**src/rtl/cfg_loader_pkg.sv**
```systemverilog
package cfg_loader_pkg;
  typedef enum logic [3:0] {
    S_IDLE, S_PROG, S_WAIT, S_HDR, S_CHK, S_PRE, S_PAY, S_TAIL, S_STUP, S_FIN
  } state_e;

  typedef enum logic [1:0] {SEQ_HDR, SEQ_TAIL, SEQ_STUP} seq_e;

  localparam logic [7:0] BYTE_FILL = 8'hFF;
  localparam logic [7:0] BYTE_PRE  = 8'h4F;
  localparam logic [7:0] BYTE_CHK  = 8'h4B;
  localparam int HDR_LEN  = 8;
  localparam int TAIL_LEN = 6;
  localparam int STUP_LEN = 4;
endpackage

```
**src/rtl/cfg_code_rom.sv**
```systemverilog
module cfg_code_rom
  import cfg_loader_pkg::*;
(
  input  seq_e       seq_i,
  input  logic [2:0] idx_i,
  output logic [7:0] byte_o
);
  always_comb begin
    byte_o = BYTE_FILL;
    unique case (seq_i)
      SEQ_HDR: begin
        unique case (idx_i)
          3'd3:    byte_o = BYTE_PRE;
          3'd4:    byte_o = 8'h80;
          3'd5:    byte_o = 8'hAF;
          3'd6:    byte_o = 8'h9B;
          3'd7:    byte_o = BYTE_CHK;
          default: byte_o = BYTE_FILL;
        endcase
      end
      SEQ_TAIL: byte_o = (idx_i == 3'd0 || idx_i == 3'd2) ? BYTE_CHK : BYTE_FILL;
      default:  byte_o = BYTE_FILL;
    endcase
  end
endmodule

```
**src/rtl/cfg_pacer.sv**
```systemverilog
module cfg_pacer #(
  parameter int GAP_CYC = 1
) (
  input  logic clk_i,
  input  logic rst_ni,
  input  logic fire_i,
  output logic ready_o
);
  generate
    if (GAP_CYC == 0) begin : g_free
      assign ready_o = 1'b1;
    end else begin : g_gap
      localparam int GW = $clog2(GAP_CYC + 1);
      logic [GW-1:0] gap_q;
      always_ff @(posedge clk_i or negedge rst_ni) begin
        if (!rst_ni)            gap_q <= '0;
        else if (fire_i)        gap_q <= GW'(GAP_CYC);
        else if (gap_q != '0)   gap_q <= gap_q - 1'b1;
      end
      assign ready_o = (gap_q == '0);
    end
  endgenerate
endmodule

```
**src/rtl/cfg_cnt.sv**
```systemverilog
module cfg_cnt #(
  parameter int W = 8
) (
  input  logic         clk_i,
  input  logic         rst_ni,
  input  logic         clr_i,
  input  logic         inc_i,
  output logic [W-1:0] q_o
);
  always_ff @(posedge clk_i or negedge rst_ni) begin
    if (!rst_ni)     q_o <= '0;
    else if (clr_i)  q_o <= '0;
    else if (inc_i)  q_o <= q_o + 1'b1;
  end
endmodule

```
**src/rtl/cfg_loader.sv**
```systemverilog
module cfg_loader
  import cfg_loader_pkg::*;
#(
  parameter int PROG_LOW_CYC = 2000,
  parameter int GAP_CYC      = 1,
  parameter int PAY_LEN      = 21,
  parameter int TMO_W        = 24
) (
  input  logic             clk_i,
  input  logic             rst_ni,
  input  logic             start_i,
  input  logic [TMO_W-1:0] init_tmo_i,
  output logic             busy_o,
  output logic             ok_o,
  output logic             fail_o,
  output logic             tmo_o,
  output logic             prog_no,
  input  logic             init_ni,
  input  logic             done_i,
  output logic             wr_stb_o,
  output logic [7:0]       wr_data_o,
  input  logic             src_valid_i,
  input  logic [7:0]       src_data_i,
  input  logic             src_last_i,
  output logic             src_ready_o
);
  localparam int PCW   = (PROG_LOW_CYC > 1) ? $clog2(PROG_LOW_CYC) : 1;
  localparam int CNT_W = (PCW > TMO_W) ? PCW : TMO_W;
  localparam int PIW   = $clog2(PAY_LEN);
  localparam int IDX_W = (PIW > 3) ? PIW : 3;

  state_e             state_q;
  logic [IDX_W-1:0]   idx_q;
  logic               eod_q;
  logic [CNT_W-1:0]   cnt_q, cnt_nx;
  logic               cnt_clr, cnt_inc, prog_last, tmo_hit;
  logic               pace_rdy, emit, take, idx_last;
  seq_e               seq;
  logic [7:0]         rom_byte, byte_nx;

  cfg_cnt #(.W(CNT_W)) u_cnt (
    .clk_i(clk_i), .rst_ni(rst_ni), .clr_i(cnt_clr), .inc_i(cnt_inc), .q_o(cnt_q)
  );

  cfg_pacer #(.GAP_CYC(GAP_CYC)) u_pace (
    .clk_i(clk_i), .rst_ni(rst_ni), .fire_i(emit), .ready_o(pace_rdy)
  );

  cfg_code_rom u_rom (.seq_i(seq), .idx_i(idx_q[2:0]), .byte_o(rom_byte));

  assign cnt_nx    = cnt_q + 1'b1;
  assign prog_last = (cnt_q == CNT_W'(PROG_LOW_CYC - 1));
  assign tmo_hit   = (init_tmo_i != '0) && (cnt_nx >= CNT_W'(init_tmo_i));

  always_comb begin
    cnt_clr = 1'b0;
    cnt_inc = 1'b0;
    unique case (state_q)
      S_PROG: begin cnt_clr = prog_last; cnt_inc = !prog_last; end
      S_WAIT: begin cnt_clr = init_ni;   cnt_inc = !init_ni;   end
      default: cnt_clr = 1'b1;
    endcase
  end

  always_comb begin
    seq      = SEQ_HDR;
    emit     = 1'b0;
    take     = 1'b0;
    byte_nx  = BYTE_FILL;
    idx_last = 1'b0;
    unique case (state_q)
      S_HDR: begin
        emit = pace_rdy; byte_nx = rom_byte;
        idx_last = (idx_q == IDX_W'(HDR_LEN - 1));
      end
      S_PRE: begin emit = pace_rdy; byte_nx = BYTE_PRE; end
      S_PAY: begin
        emit     = pace_rdy && (eod_q || src_valid_i);
        take     = emit && !eod_q;
        byte_nx  = eod_q ? BYTE_FILL : src_data_i;
        idx_last = (idx_q == IDX_W'(PAY_LEN - 1));
      end
      S_TAIL: begin
        seq = SEQ_TAIL; emit = pace_rdy; byte_nx = rom_byte;
        idx_last = (idx_q == IDX_W'(TAIL_LEN - 1));
      end
      S_STUP: begin
        seq = SEQ_STUP; emit = pace_rdy; byte_nx = rom_byte;
        idx_last = (idx_q == IDX_W'(STUP_LEN - 1));
      end
      default: ;
    endcase
  end

  assign src_ready_o = (state_q == S_PAY) && pace_rdy && !eod_q;
  assign busy_o      = (state_q != S_IDLE);

  always_ff @(posedge clk_i or negedge rst_ni) begin
    if (!rst_ni) begin
      state_q   <= S_IDLE;
      idx_q     <= '0;
      eod_q     <= 1'b0;
      prog_no   <= 1'b1;
      ok_o      <= 1'b0;
      fail_o    <= 1'b0;
      tmo_o     <= 1'b0;
      wr_stb_o  <= 1'b0;
      wr_data_o <= '0;
    end else begin
      wr_stb_o <= emit;
      if (emit) wr_data_o <= byte_nx;
      if (take && src_last_i) eod_q <= 1'b1;
      if (emit) idx_q <= idx_last ? '0 : idx_q + 1'b1;
      unique case (state_q)
        S_IDLE: if (start_i) begin
          state_q <= S_PROG;
          prog_no <= 1'b0;
          ok_o    <= 1'b0;
          fail_o  <= 1'b0;
          tmo_o   <= 1'b0;
          eod_q   <= 1'b0;
          idx_q   <= '0;
        end
        S_PROG: if (prog_last) begin
          prog_no <= 1'b1;
          state_q <= S_WAIT;
        end
        S_WAIT: begin
          if (init_ni) begin
            state_q <= S_HDR;
            idx_q   <= '0;
          end else if (tmo_hit) begin
            fail_o  <= 1'b1;
            tmo_o   <= 1'b1;
            state_q <= S_IDLE;
          end
        end
        S_HDR:  if (emit && idx_last) state_q <= S_CHK;
        S_CHK: begin
          idx_q   <= '0;
          state_q <= (init_ni && !done_i && !eod_q) ? S_PRE : S_STUP;
        end
        S_PRE:  if (emit) begin state_q <= S_PAY; idx_q <= '0; end
        S_PAY:  if (emit && idx_last) state_q <= S_TAIL;
        S_TAIL: if (emit && idx_last) state_q <= S_CHK;
        S_STUP: if (emit && idx_last) state_q <= S_FIN;
        S_FIN:  if (pace_rdy) begin
          ok_o    <= done_i && eod_q;
          fail_o  <= !(done_i && eod_q);
          state_q <= S_IDLE;
        end
        default: state_q <= S_IDLE;
      endcase
    end
  end
endmodule

```
**config.mk**
```make
export PLATFORM = sky130hd
export DESIGN_NAME = cfg_loader
export DESIGN_NICKNAME = d
export VERILOG_FILES = /design/src/rtl/cfg_loader_pkg.sv /design/src/rtl/cfg_code_rom.sv /design/src/rtl/cfg_pacer.sv /design/src/rtl/cfg_cnt.sv /design/src/rtl/cfg_loader.sv
export SDC_FILE = /design/constraint.sdc
export NUM_CORES = 1
export LEC_CHECK = 0
export ABC_AREA = 1
export ABC_CLOCK_PERIOD_IN_PS = 4600
export BUFFER_PORTS_ARGS = -buffer_cell sky130_fd_sc_hd__buf_2
export CAP_MARGIN = 20
export CORE_UTILIZATION = 52
export DETAILED_ROUTE_END_ITERATION = 8
export PLACE_DENSITY = 0.73
export REMOVE_ABC_BUFFERS = 1
export SLEW_MARGIN = 10
export SYNTH_ARGS = -nofsm -noshare
export SYNTH_HDL_FRONTEND = slang
export SYNTH_SLANG_ARGS = --single-unit
```
**constraint.sdc**
```tcl
create_clock -name clk_i -period 4.6 [get_ports clk_i]
set_input_delay 0.23 -clock clk_i [delete_from_list [all_inputs] [get_ports clk_i]]
set_output_delay 0.23 -clock clk_i [all_outputs]
set_load 0.1 [all_outputs]
```
==> flow_summary.rst, run 1 <==
.. list-table::
   :header-rows: 1

   * - Metric
     - Value
   * - Library cells used by synthesis
     - between 40 and 50
   * - Antenna cells
     - 0
   * - Maximum number of pins on one net before global-route repair
     - 48
   * - Worst hold path stage count
     - 3
   * - Routed WL
     - around 8700 um
   * - CTS HTree Levels
     - 2
   * - Die boundary height
     - 87.49 um
   * - Post-detailed-route count of antenna-violating nets
     - 0
   * - Number of max-cap violations
     - 0
   * - Maximum resistive drop on vdd
     - around 0.31 mV
   * - Overall die width
     - around 90 um
   * - Fill cells
     - about 650
   * - Fraction of the cycle the final worst path needs
     - 0.7551
   * - Post-layout utilization of the core
     - 0.6234
   * - Cell with the largest stage delay on the worst path
     - sky130_fd_sc_hd__dfrtp_1
   * - DRC errors left
     - 0
   * - Worst-Margin Slew
     - 0.4951 ns
   * - Final instance count without filler cells
     - between 700 and 800
   * - Storage cell area
     - approximately 1200 um^2
   * - R2R depth
     - 21
   * - Clock tree from TritonCTS
     - built
   * - Slowest Stage Delay on Critical Path
     - between 0.4 and 0.5 ns
   * - Status
     - finished clean
   * - Root buffer cell
     - sky130_fd_sc_hd__clkbuf_8
   * - #FFs+latches synth
     - 47
   * - Critical register-to-register path startpoint
     - u_cnt.q_o[0]
   * - Worst Setup Start Kind
     - flop
   * - End point of the most critical hold path
     - eod_q
   * - Detailed-routing iteration count for the pre-antenna-repair pass
     - 4
   * - Clk Latency, worst-skew pair
     - around 0.31 ns
   * - Number of flops mapped to enable cells by yosys
     - 0
   * - Area of the die
     - 7654 um^2
   * - Share of cells above drive strength 1
     - 0.1579
   * - HPWL Detailed
     - about 7000 um
   * - Crit path buffers/inverters
     - 3
   * - CTS clock-pin slew for the worst setup and hold paths
     - ~0.1 ns
   * - Worst-case register-to-register setup slack
     - 1.13 ns
   * - Detailed-route vias per instance
     - 5.095
   * - Residual overflow from global routing
     - 0
   * - Maximum net fanout on the critical path
     - 7
   * - Sequential fraction of the synthesis area
     - 0.3098
   * - Area of the placeable core
     - 6944 um^2
   * - Clk sink count
     - between 40 and 50
   * - Synthesized area
     - between 3000 and 4000 um^2
   * - Worst path top cell family by delay
     - simple AND/OR/NAND/NOR gates
   * - Final weighted congestion of routability-driven global placement
     - between 0.9 and 1
   * - Starting density of the core
     - 0.5472
   * - Synth-to-Final Area Change
     - 13.93%
   * - F_max
     - roughly 0.29 GHz
   * - Setup TNS Final
     - 0 ns
   * - Final Max Slew Viols
     - 0
   * - Vias
     - 3587
   * - Leading cell types in the layout, fill and taps excluded
     - sky130_fd_sc_hd__nand2_1 (117), sky130_fd_sc_hd__inv_1 (101), sky130_fd_sc_hd__nor2_1 (85)
   * - Mean routed wirelength per cell
     - between 10 and 15 um
   * - Final non-filler cell area
     - about 4300 um^2
   * - Post-cts gate resize count
     - 0
   * - Placed cell areas
     - ~4200 um^2
   * - Destination of the worst register-to-register timing path
     - state_q[3]
   * - Tmin final
     - 3.473 ns
   * - Total power divided by cell area
     - approximately 470 nW/um^2
   * - Synthesized netlist cell count
     - 550
   * - Number of port buffers
     - 53
   * - Reported leakage power
     - roughly 2.4 nW
   * - Worst setup path category
     - reg -> reg
   * - First-pass GRT wire length
     - about 15000 um
   * - Worst slew slack as a fraction of its limit
     - 0.6722
   * - Cell row count
     - 30
   * - Number of endpoints failing setup at the final stage
     - 0
   * - Ports placed on the boundary
     - 54
   * - Final-stage net count
     - about 680
   * - Total stage count of the critical path
     - 21
   * - Critical path's most frequent cell
     - sky130_fd_sc_hd__nand2_1
   * - Most used DFF post-synth
     - sky130_fd_sc_hd__dfrtp_1
   * - Area of the multi-input gates
     - approximately 2200 um^2
   * - Clock Tree Buf Depth
     - 2
   * - TritonCTS buffer count
     - 5
   * - Total placed cells including tap cells
     - 694
   * - RSZ-0062 raised after global routing
     - no
   * - Layout Skew
     - 0.01452 ns
   * - Tot GR Track Use
     - 0.2515
   * - Min-delay worst type
     - in -> reg
   * - Data arrival time of the critical path
     - 3.68 ns
   * - Worst hold start
     - src_last_i
   * - Async SR Flop Fraction
     - 1.000
   * - Worst path required time
     - 4.80 ns
   * - Initial antenna violation count
     - 0
   * - Via count of the first global-routing pass
     - ~3.4k
   * - Most common cell after layout, fill and taps aside
     - sky130_fd_sc_hd__nand2_1
   * - Critical path, cell by cell
     - ha_1 -> nand3_1 -> inv_1 -> nand2_1 -> nor2_1 -> nand3_1 -> nor4_4 -> xor2_1 -> inv_1 -> ha_1 -> nand2_1 -> nor2_1 -> nand4_1 -> inv_1 -> nand2_1 -> nand4_1 -> nand2_1 -> nand2_1 -> nand2_1 -> nand2_1 -> nand2_1
   * - Post-synthesis average cell area
     - approximately 6.9 um^2
   * - Warnings from Yosys
     - 0
   * - Post-layout power
     - around 2.0 mW
   * - Endpoint class of the critical path
     - flop
   * - Number of design-rule violations left by the first detailed-router iteration
     - approximately 170
   * - Endpoints failing hold
     - 0
-- area by class of cell --
cell class | instances | area share
Inverter | 107 | 0.09393
Timing Repair Buffer | 56 | 0.06994
Clock inverter | 3 | 0.01561
Sequential cell | 47 | 0.2720
Multi-Input combinational cell | 390 | 0.5049
Clock buffer | 5 | 0.01590
Tap cell | 96 | 0.02775
-- per-stage QoR --
stage / setup slack [ns] / hold slack, ns
finish: 1.127 / 0.2164
global route: 0.7325 / 0.2141
CTS: 1.171 / 0.1632
detailed placement: 1.175 / 0.4603
global placement: 1.419 / 0.4541
floorplan: 1.355 / -0.06559
-- repair_timing --
item                                   4_1_cts  5_1_grt
endpoints found under the hold margin        0       19
hold buffers                                 0        1
buffers inserted                             0        0
-- cells in the mapped netlist (2+ instances only) --
cell	number	share of area
sky130_fd_sc_hd__clkbuf_1	2	0.0020
sky130_fd_sc_hd__a21oi_1	17	0.022
sky130_fd_sc_hd__nand3_1	30	0.040
sky130_fd_sc_hd__a21o_1	3	0.0059
sky130_fd_sc_hd__nor2_1	85	0.084
sky130_fd_sc_hd__nand2_1	117	0.12
sky130_fd_sc_hd__inv_1	101	0.10
sky130_fd_sc_hd__ha_1	31	0.10
sky130_fd_sc_hd__o22ai_1	4	0.0066
sky130_fd_sc_hd__dfrtp_1	46	0.30
sky130_fd_sc_hd__nand4_1	16	0.026
sky130_fd_sc_hd__nand2_4	2	0.0059
sky130_fd_sc_hd__nand3b_1	2	0.0040
sky130_fd_sc_hd__o21ai_0	15	0.020
sky130_fd_sc_hd__xor2_1	15	0.035
sky130_fd_sc_hd__a31oi_1	7	0.012
sky130_fd_sc_hd__buf_2	3	0.0040
sky130_fd_sc_hd__inv_2	5	0.0049
sky130_fd_sc_hd__nor2_4	4	0.012
sky130_fd_sc_hd__nand2_2	6	0.0099
sky130_fd_sc_hd__nor2_2	5	0.0082
sky130_fd_sc_hd__nor3_1	10	0.013
sky130_fd_sc_hd__nor4_1	5	0.0082
-- worst register-to-register path: stages (launching register included) --
cell and delay [ns]:
sky130_fd_sc_hd__dfrtp_1 0.48, sky130_fd_sc_hd__ha_1 0.23, sky130_fd_sc_hd__nand3_1 0.12, sky130_fd_sc_hd__inv_1 0.10
sky130_fd_sc_hd__nand2_1 0.06, sky130_fd_sc_hd__nor2_1 0.20, sky130_fd_sc_hd__nand3_1 0.24, sky130_fd_sc_hd__nor4_4 0.31
sky130_fd_sc_hd__xor2_1 0.23, sky130_fd_sc_hd__inv_1 0.07, sky130_fd_sc_hd__ha_1 0.27, sky130_fd_sc_hd__nand2_1 0.06
sky130_fd_sc_hd__nor2_1 0.10, sky130_fd_sc_hd__nand4_1 0.16, sky130_fd_sc_hd__inv_1 0.11, sky130_fd_sc_hd__nand2_1 0.06
sky130_fd_sc_hd__nand4_1 0.12, sky130_fd_sc_hd__nand2_1 0.07, sky130_fd_sc_hd__nand2_1 0.14, sky130_fd_sc_hd__nand2_1 0.13
sky130_fd_sc_hd__nand2_1 0.09, sky130_fd_sc_hd__nand2_1 0.06
-- per-layer routing --
metal / track usage / vias to the layer above / routed length [um]
met3: 0.03318 / 4 / 432
met1: 0.3606 / 1633 / 4393
li1: - / 1862 / -
met2: 0.4013 / 88 / 3779
met5: 0 / - / 0
met4: 0.05961 / 0 / 59
-- cells by family (layout without fill, tap and decap cells) --
family / count (synthesis) / count (layout) / synth area share
AOI/OAI and AO/OA: 55 / 55 / 0.08726
xor gates and xnor gates: 15 / 15 / 0.03457
adders and majority gates: 31 / 31 / 0.1021
buffers and inverters: 113 / 171 / 0.1149
DFF: 47 / 47 / 0.3098
and+or+nand+nor: 289 / 289 / 0.3513
-- registers in the layout, summed over array words and instances, names as in the netlist --
name	count
prog_no	1
idx_q	5
wr_stb_o	1
fail_o	1
u_cnt.q_o	24
ok_o	1
wr_data_o	8
eod_q	1
tmo_o	1
state_q	4
-- power breakdown --
part / total, mW / leakage (nW) / internal, mW / switching (mW)
clock: 0.371 / 0.0644 / 0.217 / 0.154
combinational: 1.10 / 1.75 / 0.261 / 0.834
sequential: 0.563 / 0.620 / 0.489 / 0.0740
total: 2.03 / 2.44 / 0.967 / 1.06
-- how the worst max path moves through the flow --
stage,to,start,slack (ns)
final,state_q[3],u_cnt.q_o[0],1.13
after global routing,state_q[3],u_cnt.q_o[0],0.73
after CTS,state_q[3],u_cnt.q_o[0],1.17
after detailed placement,state_q[3],u_cnt.q_o[0],1.18
after global placement,state_q[1],u_cnt.q_o[0],1.42
after floorplan,src_ready_o,wr_stb_o,1.36
Power figures use the tool's default switching activity.
==> run 2, diff against run 1 <==
--- a/config.mk
+++ b/config.mk
@@ -6,7 +6,7 @@
 export NUM_CORES = 1
 export LEC_CHECK = 0
 export ABC_AREA = 1
-export ABC_CLOCK_PERIOD_IN_PS = 4600
+export ABC_CLOCK_PERIOD_IN_PS = 3400
 export BUFFER_PORTS_ARGS = -buffer_cell sky130_fd_sc_hd__buf_2
 export CAP_MARGIN = 20
 export CORE_UTILIZATION = 52
==> constraint.sdc (replaced) <==
create_clock -name clk_i -period 3.4 [get_ports clk_i]
set_input_delay 0.17 -clock clk_i [delete_from_list [all_inputs] [get_ports clk_i]]
set_output_delay 0.17 -clock clk_i [all_outputs]
set_load 0.1 [all_outputs]
==> flow_summary.rst, run 2 (synthesis results as in run 1) <==
.. list-table::
   :header-rows: 1

   * - Metric
     - Value
   * - Residual overflow from global routing
     - 0
   * - Critical path's most frequent cell
     - sky130_fd_sc_hd__nand2_1
   * - First-pass GRT wire length
     - 14980 um
   * - Mean routed wirelength per cell
     - 12.41 um
   * - Critical path, cell by cell
     - ha_4 -> nand3_2 -> inv_2 -> nand2_2 -> nor2_4 -> nand3_4 -> nor4_4 -> xor2_1 -> inv_1 -> ha_1 -> nand2_1 -> nor2_1 -> nand4_1 -> nor2_1 -> nand2_1 -> nand4_1 -> nand2_1 -> nand2_2 -> nand2_2 -> nand2_1 -> nand2_1
   * - Synth-to-Final Area Change
     - 16.23%
   * - Antenna cells
     - 0
   * - Initial antenna violation count
     - 0
   * - Most common cell after layout, fill and taps aside
     - sky130_fd_sc_hd__nand2_1
   * - Area of the placeable core
     - between 6000 and 7000 um^2
   * - Via count of the first global-routing pass
     - 3360
   * - Root buffer cell
     - sky130_fd_sc_hd__clkbuf_8
   * - Maximum net fanout on the critical path
     - 5
   * - TritonCTS buffer count
     - 5
   * - Leading cell types in the layout, fill and taps excluded
     - sky130_fd_sc_hd__nand2_1 (114), sky130_fd_sc_hd__inv_1 (100), sky130_fd_sc_hd__nor2_1 (82)
   * - Routed WL
     - 8812 um
   * - Post-layout power
     - roughly 2.7 mW
   * - Post-detailed-route count of antenna-violating nets
     - 0
   * - Final Max Slew Viols
     - 0
   * - Endpoints failing hold
     - 0
   * - Slowest Stage Delay on Critical Path
     - just over 0.4 ns
   * - Tmin final
     - about 3.1 ns
   * - Worst-case hold slack
     - 0.1472 ns
   * - Vias
     - 3620
   * - Maximum number of pins on one net before global-route repair
     - 48
   * - CTS clock-pin slew for the worst setup and hold paths
     - 0.09 ns
   * - Worst Setup Start Kind
     - flop
   * - F_max
     - between 0.3 and 0.4 GHz
   * - Final-stage net count
     - 683
   * - Overall die width
     - about 90 um
   * - Maximum resistive drop on vdd
     - between 0.5 and 0.6 mV
   * - Worst slew slack as a fraction of its limit
     - 0.6264
   * - Status
     - finished clean
   * - Number of max-cap violations
     - 0
   * - Worst path required time
     - about 3.6 ns
   * - Ports placed on the boundary
     - 54
   * - HPWL Detailed
     - roughly 6800 um
   * - Detailed-route vias per instance
     - 5.099
   * - Total power divided by cell area
     - about 600 nW/um^2
   * - Share of cells above drive strength 1
     - 0.1857
   * - Number of design-rule violations left by the first detailed-router iteration
     - roughly 170
   * - Detailed-routing iteration count for the pre-antenna-repair pass
     - 5
   * - Largest regs
     - u_cnt.q_o x24, wr_data_o x8, idx_q x5
   * - Clock Tree Buf Depth
     - 2
   * - Max reg flops
     - 24
   * - Register bank with the most flops
     - u_cnt.q_o
   * - Starting density of the core
     - 0.5472
   * - Clk sink count
     - 47
   * - Number of endpoints failing setup at the final stage
     - 0
   * - Number of port buffers
     - 53
   * - Cell with the largest stage delay on the worst path
     - sky130_fd_sc_hd__dfrtp_1
   * - Worst setup path category
     - reg -> reg
   * - Layout Skew
     - roughly 0.012 ns
   * - Area of the die
     - ~7700 um^2
   * - Fraction of the cycle the final worst path needs
     - 0.9185
   * - Data arrival time of the critical path
     - approximately 3.3 ns
   * - Fill cells
     - between 600 and 700
   * - Worst path top cell family by delay
     - simple AND/OR/NAND/NOR gates
   * - Die boundary height
     - slightly below 90 um
   * - DRC errors left
     - 0
   * - Endpoint class of the critical path
     - flop
   * - CTS HTree Levels
     - 2
   * - Tot GR Track Use
     - 0.2496
   * - Post-layout utilization of the core
     - 0.6360
   * - Cell row count
     - 30
   * - Worst-Margin Slew
     - between 0.5 and 0.6 ns
   * - Clock tree from TritonCTS
     - built
   * - Final weighted congestion of routability-driven global placement
     - 0.9287
   * - Reported leakage power
     - around 2.5 nW
   * - Min-delay worst type
     - in -> reg
   * - Crit path buffers/inverters
     - 2
   * - Clk Latency, worst-skew pair
     - 0.31 ns
[run 2: cell types whose count changed in the layout (fill, tap and decap cells not counted), sizes merged]
| cell | delta |
|---|---|
| buf | +6 |
| clkinv | +2 |
| bufinv | -1 |
| clkinvlp | -1 |
[run 2: area by class of cell]
class	instances	area [um^2]	share of cell area
multi-input combinational	390	2252	0.5099
sequential	47	1177	0.2666
inverter	107	406.6	0.09207
timing repair buffer	62	347.8	0.07875
tap	96	120.1	0.02720
clock buffer	5	68.82	0.01558
clock inverter	3	43.79	0.009915
[run 2: power breakdown]
part	total (mW)	leakage (nW)	switching (mW)	internal (mW)
Combinational	1.51	1.80	1.14	0.369
Sequential	0.761	0.620	0.0984	0.662
Clock	0.425	0.0581	0.205	0.219
[run 2: stage by stage]
step / area, um^2 / instances / TNS [ns] / worst slack, ns
after floorplan: 3770 / 544 / 0 / 0.2155
after global placement: 4170 / 695 / 0 / 0.3459
after detailed placement: 4170 / 695 / 0 / 0.2099
after CTS: 4283 / 703 / 0 / 0.1719
after global routing: 4417 / 710 / -0.1069 / -0.04885
final: 4417 / 710 / 0 / 0.2771
[run 2: metal layers]
metal / GRT usage / wire [um]
met5: 0 / 0
met4: 0.05663 / 80
met3: 0.02654 / 504
met2: 0.3970 / 3862
met1: 0.3640 / 4365
[run 2: final timing paths]
kind / startpoint / endpoint / slack, ns / depth (start not counted)
max reg2reg: u_cnt.q_o[0] / state_q[1] / 0.28 / 21
max: u_cnt.q_o[0] / state_q[1] / 0.28 / 21
max in group asynchronous: rst_ni / prog_no / 2.41 / 3
min in group asynchronous: rst_ni / wr_data_o[0] / 0.38 / 2
min: src_last_i / eod_q / 0.15 / 3
min reg2reg: prog_no / prog_no / 0.47 / 2
[run 2: worst register-to-register path, stage by stage (launching register included)]
cell	delay [ns]
sky130_fd_sc_hd__dfrtp_1	0.41
sky130_fd_sc_hd__ha_4	0.17
sky130_fd_sc_hd__nand3_2	0.09
sky130_fd_sc_hd__inv_2	0.08
sky130_fd_sc_hd__nand2_2	0.07
sky130_fd_sc_hd__nor2_4	0.16
sky130_fd_sc_hd__nand3_4	0.12
sky130_fd_sc_hd__nor4_4	0.34
sky130_fd_sc_hd__xor2_1	0.21
sky130_fd_sc_hd__inv_1	0.07
sky130_fd_sc_hd__ha_1	0.27
sky130_fd_sc_hd__nand2_1	0.06
sky130_fd_sc_hd__nor2_1	0.10
sky130_fd_sc_hd__nand4_1	0.15
sky130_fd_sc_hd__nor2_1	0.14
sky130_fd_sc_hd__nand2_1	0.06
sky130_fd_sc_hd__nand4_1	0.13
sky130_fd_sc_hd__nand2_1	0.09
sky130_fd_sc_hd__nand2_2	0.10
sky130_fd_sc_hd__nand2_2	0.08
sky130_fd_sc_hd__nand2_1	0.08
sky130_fd_sc_hd__nand2_1	0.05
[run 2: timing repair]
item | in CTS | in global routing
resized for setup | 0 | 16
endpoints found under the hold margin | 0 | 22
setup buffers | 0 | 5
hold buffers | 0 | 1
setup endpoints to repair | 0 | 6
